[src/rtl/edge_mask_gen.sv]
module edge_mask_gen #(
  parameter int ADDR_W   = 64,
  parameter int NARROW_W = 32
) (
  input  logic              clk,
  input  logic              rst_n,
  input  logic              req_valid,
  input  logic [ADDR_W-1:0] addr_a,
  input  logic [ADDR_W-1:0] addr_b,
  input  logic [1:0]        elem_size,
  input  logic              lane_le,
  input  logic              flag_wr,
  input  logic              narrow_addr,
  output logic              res_valid,
  output logic [7:0]        res_mask,
  output logic [3:0]        cc_word,
  output logic [3:0]        cc_dword
);
  localparam logic [ADDR_W-1:0] NARROW_KEEP = ADDR_W'({NARROW_W{1'b1}});

  logic [ADDR_W-1:0]   ta, tb, diff_d;
  logic [NARROW_W-1:0] diff_w;
  logic [7:0]          lead, trail, mask_d;
  logic                same_blk;
  logic [3:0]          flags_w, flags_d;

  assign ta = narrow_addr ? (addr_a & NARROW_KEEP) : addr_a;
  assign tb = narrow_addr ? (addr_b & NARROW_KEEP) : addr_b;
  assign same_blk = (ta[ADDR_W-1:3] == tb[ADDR_W-1:3]);

  always_comb begin
    lead  = '0;
    trail = '0;
    case (elem_size)
      2'b01: begin
        lead[3:0]  = lane_le ? (4'hF << ta[2:1]) : (4'hF >> ta[2:1]);
        trail[3:0] = lane_le ? (4'hF >> (2'd3 - tb[2:1])) : (4'hF << (2'd3 - tb[2:1]));
      end
      2'b10: begin
        lead[1:0]  = lane_le ? (2'b11 << ta[2]) : (2'b11 >> ta[2]);
        trail[1:0] = lane_le ? (2'b11 >> !tb[2]) : (2'b11 << !tb[2]);
      end
      default: begin
        lead  = lane_le ? (8'hFF << ta[2:0]) : (8'hFF >> ta[2:0]);
        trail = lane_le ? (8'hFF >> (3'd7 - tb[2:0])) : (8'hFF << (3'd7 - tb[2:0]));
      end
    endcase
  end

  assign mask_d = same_blk ? (lead & trail) : lead;

  assign diff_d = addr_a - addr_b;
  assign diff_w = addr_a[NARROW_W-1:0] - addr_b[NARROW_W-1:0];

  assign flags_d = {diff_d[ADDR_W-1], diff_d == '0,
                    (addr_a[ADDR_W-1] ^ addr_b[ADDR_W-1]) & (diff_d[ADDR_W-1] ^ addr_a[ADDR_W-1]),
                    addr_a < addr_b};
  assign flags_w = {diff_w[NARROW_W-1], diff_w == '0,
                    (addr_a[NARROW_W-1] ^ addr_b[NARROW_W-1]) & (diff_w[NARROW_W-1] ^ addr_a[NARROW_W-1]),
                    addr_a[NARROW_W-1:0] < addr_b[NARROW_W-1:0]};

  always_ff @(posedge clk) begin
    if (!rst_n) begin
      res_valid <= 1'b0;
      res_mask  <= '0;
      cc_word   <= '0;
      cc_dword  <= '0;
    end else begin
      res_valid <= req_valid;
      if (req_valid) begin
        res_mask <= mask_d;
        if (flag_wr) begin
          cc_word  <= flags_w;
          cc_dword <= flags_d;
        end
      end
    end
  end

  a_r1_strobe: assert property (@(posedge clk) disable iff (!rst_n)
    req_valid |=> res_valid);
  a_r1_no_spurious: assert property (@(posedge clk) disable iff (!rst_n)
    !req_valid |=> !res_valid && $stable(res_mask));
  a_r9_flags_held: assert property (@(posedge clk) disable iff (!rst_n)
    !(req_valid && flag_wr) |=> $stable(cc_word) && $stable(cc_dword));
  a_r4_half_upper_zero: assert property (@(posedge clk) disable iff (!rst_n)
    (req_valid && elem_size == 2'b01) |=> res_mask[7:4] == 4'h0);
  a_r5_word_upper_zero: assert property (@(posedge clk) disable iff (!rst_n)
    (req_valid && elem_size == 2'b10) |=> res_mask[7:2] == 6'h0);
  a_r8_zero_no_borrow: assert property (@(posedge clk) disable iff (!rst_n)
    cc_dword[2] |-> !cc_dword[0] && !cc_dword[1]);
endmodule

[config.mk]
export PLATFORM = sky130hd
export DESIGN_NAME = edge_mask_gen
export DESIGN_NICKNAME = d
export VERILOG_FILES = /design/src/rtl/edge_mask_gen.sv
export SDC_FILE = /design/constraint.sdc
export NUM_CORES = 1
export LEC_CHECK = 0
export BUFFER_PORTS_ARGS = -buffer_cell sky130_fd_sc_hd__clkbuf_2
export CAP_MARGIN = 40
export CORE_MARGIN = 10
export CORE_UTILIZATION = 35
export CTS_BUF_LIST = sky130_fd_sc_hd__clkbuf_4
export CTS_CLUSTER_SIZE = 40
export DETAILED_ROUTE_END_ITERATION = 12
export GPL_TIMING_DRIVEN = 0
export PLACE_DENSITY_LB_ADDON = 0.15
export SETUP_SLACK_MARGIN = 0.1
export SYNTH_ARGS = -nofsm -noshare
export SYNTH_HDL_FRONTEND = slang
export SYNTH_SLANG_ARGS = --single-unit
[constraint.sdc]
create_clock -name clk -period 3.5 [get_ports clk]
set_input_delay 0.525 -clock clk [delete_from_list [all_inputs] [get_ports clk]]
set_output_delay 0.525 -clock clk [all_outputs]
set_load 0.01 [all_outputs]
==> results.json <==
{
  "status": "complete, no violations",
  "sw_frac_of_total_pct": 52.1,
  "core.rowCount": 49,
  "cts_max_level": 1,
  "grt_use_met1_pct": 26.1,
  "path_cells": "clkbuf_2 -> clkbuf_8 -> inv_2 -> fa_2 -> nand2b_4 -> a2111oi_4 -> buf_4 -> o31ai_4 -> a21bo_1 -> and3_4 -> buf_6 -> or4_4 -> o311ai_4 -> o2111ai_2 -> nor4_4 -> nand4_1 -> nand2_1",
  "antenna_left": 0,
  "insertion_delay_ns": 0.28,
  "ys_seq_elements": 17,
  "vias": 7757,
  "skew_ns": 0,
  "die_x_um": 155,
  "grt_pass1_vias": 7556,
  "clkTransAtPathRegs_ns": 0.10,
  "die_area_um2": 23900,
  "pwr-share-clk_pct": 6.7,
  "leakagePower_nw": 3.72,
  "slew_headroom_pct": 59.8,
  "cts_tree": "built",
  "gr-usage-met3_pct": 3.88,
  "synth_area_leaders": "ha_1 (13%), a21oi_1 (6.8%), nand2_1 (5.9%)",
  "whs_ns": 0.471,
  "grt_overflow": 0,
  "clock.fmax_ghz": 0.291,
  "io_buffers": 151,
  "wl_per_cell_um": 17.5,
  "min_to": "cc_dword[0]",
  "die_y_um": 155,
  "synth_xor_area_share_pct": 7.86,
  "place_congestion": 0.933,
  "fin_area_um2": 8060,
  "synth_cells": 975,
  "switchingPower_mw": 0.858,
  "cts_buffers": 3,
  "yosys-top-cells-count": "nand2_1 (100), inv_1 (87), a21oi_1 (86)",
  "clockRootBuffer": "clkbuf_4",
  "cp.required_ns": 3.74,
  "track_usage_pct": 18.9,
  "dr.pass1.iters": 5,
  "hold_viol_final": 0,
  "cts_sinks": 17,
  "grt_pass1_wl_um": 38500,
  "syn_nets": 1178,
  "synth-compound-area-share_pct": 34.6,
  "yosysMostFrequentCell": "nand2_1",
  "cp_slowest_cell": "or4_4",
  "totalWireLength_um": 24100,
  "grt.busiest_layer": "met2",
  "pwr-share-seq_pct": 12.9,
  "combPwrFrac_pct": 80.4,
  "cp.arrival_ns": 3.67,
  "synth_top_area_share_pct": 13.0,
  "placed_cells": 1355,
  "synth_ff_type": "dfxtp_1",
  "crit_fanout": 6,
  "antenna_found_initial": 0,
  "cpPeakStageDelay_ns": 0.43,
  "synthArstFlopShare_pct": 0,
  "critPathLaunchType": "primary input",
  "report.power.total_mw": 1.65,
  "synthToLayoutAreaGrowth_pct": 26.9,
  "core_um2": 17900,
  "drive_above_1_share_pct": 25.3,
  "start_util_pct": 35.5,
  "netlist_area_um2": 6350,
  "setup_viol": 0,
  "min_path_cells": 2,
  "cap_violations": 0,
  "regToRegSetupSlack_ns": 2.66,
  "synthMuxAreaShare_pct": 2.40,
  "avgSynthCellArea_um2": 6.52,
  "p_int_mw": 0.789,
  "via_per_inst": 5.64,
  "ys_seq_area_share_pct": 5.36,
  "setup.worst_path.class": "in2reg",
  "drv_slew": 0,
  "antenna_cells": 0,
  "layout.cells.non_filler": 1375,
  "end_kind": "register",
  "power.density_nw_per_um2": 204,
  "synth_top_cell_by_area": "ha_1",
  "drt_iter0_drc": 507,
  "drcViolationCount": 0,
  "rsz0062_at_grt": "true",
  "synth_top_family_by_area": "compound AO/OA/AOI/OAI gates",
  "reg2reg_from": "res_mask[1]",
  "synth-adder-area-share_pct": 13.3,
  "synthDistinctLibCells": 77,
  "worstHoldPathType": "reg2reg",
  "tightest_slew_ns": 0.597,
  "grt_max_degree": 11,
  "synth_edf_count": 0,
  "met2_usage_pct": 30.0,
  "cts.hold.buffers_added": 0,
  "ios": 153,
  "fin_crit_ns": 3.43,
  "reg2reg_depth": 2,
  "place_area_um2": 7450,
  "irDropWorstVdd_mv": 0.168,
  "r2r_end": "res_mask[1]",
  "yosys_warnings": 0,
  "finalCritPeriodShare_pct": 98.1,
  "nFillCells": 1941,
  "clockBufferDepth": 2,
  "worstHoldStart": "cc_dword[0]",
  "nets": 1350,
  "dp_hpwl_um": 20600,
  "synth_simple_gate_area_share_pct": 27.7
}
==> through the flow <==
step	TNS, ns	utilization [%]	worst slack (ns)
floorplan	0	-	0.110
global route	-0.110	45.0	-0.110
CTS	-0.00925	43.5	-0.00925
global placement	-2.55	41.6	-0.950
detailed placement	-2.28	41.6	-0.873
finish	0	45.0	0.0655
==> power groups by stage <==
stage,clock (mW),sequential [mW],combinational (mW)
after floorplan,0,0.219,0.814
after global placement,0,0.216,1.18
after detailed placement,0,0.216,1.18
after CTS,0.116,0.212,1.24
after global routing,0.126,0.213,1.46
final,0.111,0.212,1.32
==> sequential cells by signal (all words and copies together), names as in the netlist <==
name       flops
res_valid      1
cc_word        4
res_mask       8
cc_dword       4
==> final cells by class <==
cell class / instances / area [um2] / share of cell area, %
Buffer: 44 / 258 / 3.20
Clock buffer: 4 / 30.0 / 0.372
Inverter: 87 / 332 / 4.11
Multi-Input combinational cell: 823 / 5870 / 72.8
Sequential cell: 17 / 340 / 4.22
Tap cell: 229 / 287 / 3.55
Timing Repair Buffer: 171 / 943 / 11.7
==> placed cells by master (no fill, tap or decap), types with 16 or more instances in the layout <==
master / instances
a21o_1: 20
a21oi_1: 77
buf_4: 23
clkbuf_2: 153
dfxtp_1: 17
ha_1: 63
inv_1: 85
nand2_1: 97
nand3_1: 19
nand4_1: 32
nor2_1: 68
nor3_1: 28
o21ai_0: 50
o21ai_1: 18
xnor2_1: 16
xor2_1: 41
==> worst max-delay path by stage <==
stage,start,to,slack (ns),cells after the start
after CTS,addr_a[0],cc_dword[2],-0.009,16
after global routing,addr_a[1],cc_dword[2],-0.11,16
after global placement,addr_a[0],cc_dword[2],-0.95,15
after detailed placement,addr_a[0],cc_dword[2],-0.87,15
after floorplan,addr_a[0],cc_dword[2],0.11,14
final,addr_a[1],cc_dword[2],0.07,17
==> worst max-delay path, delay by kind of cell <==
family	cells	cell delay, ns
AND/OR/NAND/NOR	6	1.25
AO/OA/AOI/OAI	5	0.93
buffers and inverters	5	0.60
adder cells (fa/ha/maj)	1	0.36
==> cells by family after synthesis <==
logic type                 count (synthesis)
adders and majority gates                 67
xor gates and xnor gates                  57
DFF                                       17
AOI/OAI and AO/OA                        332
buffers and inverters                    135
muxes                                     15
and+or+nand+nor                          352
==> what timing repair did <==
action                     CTS  global route
setup buffers               12             7
pin swaps                   17            18
resized for setup           45            53
setup endpoints to repair    4             6
==> metal layers <==
metal	vias to the layer above	part of all wire (%)	wire length (um)
met1	3550	48	11400
li1	3932	-	-
met2	253	44	10600
met3	22	7.4	1780
met4	0	1.0	248
met5	-	0	0
Note: power is estimated with default switching activity, not from simulation.
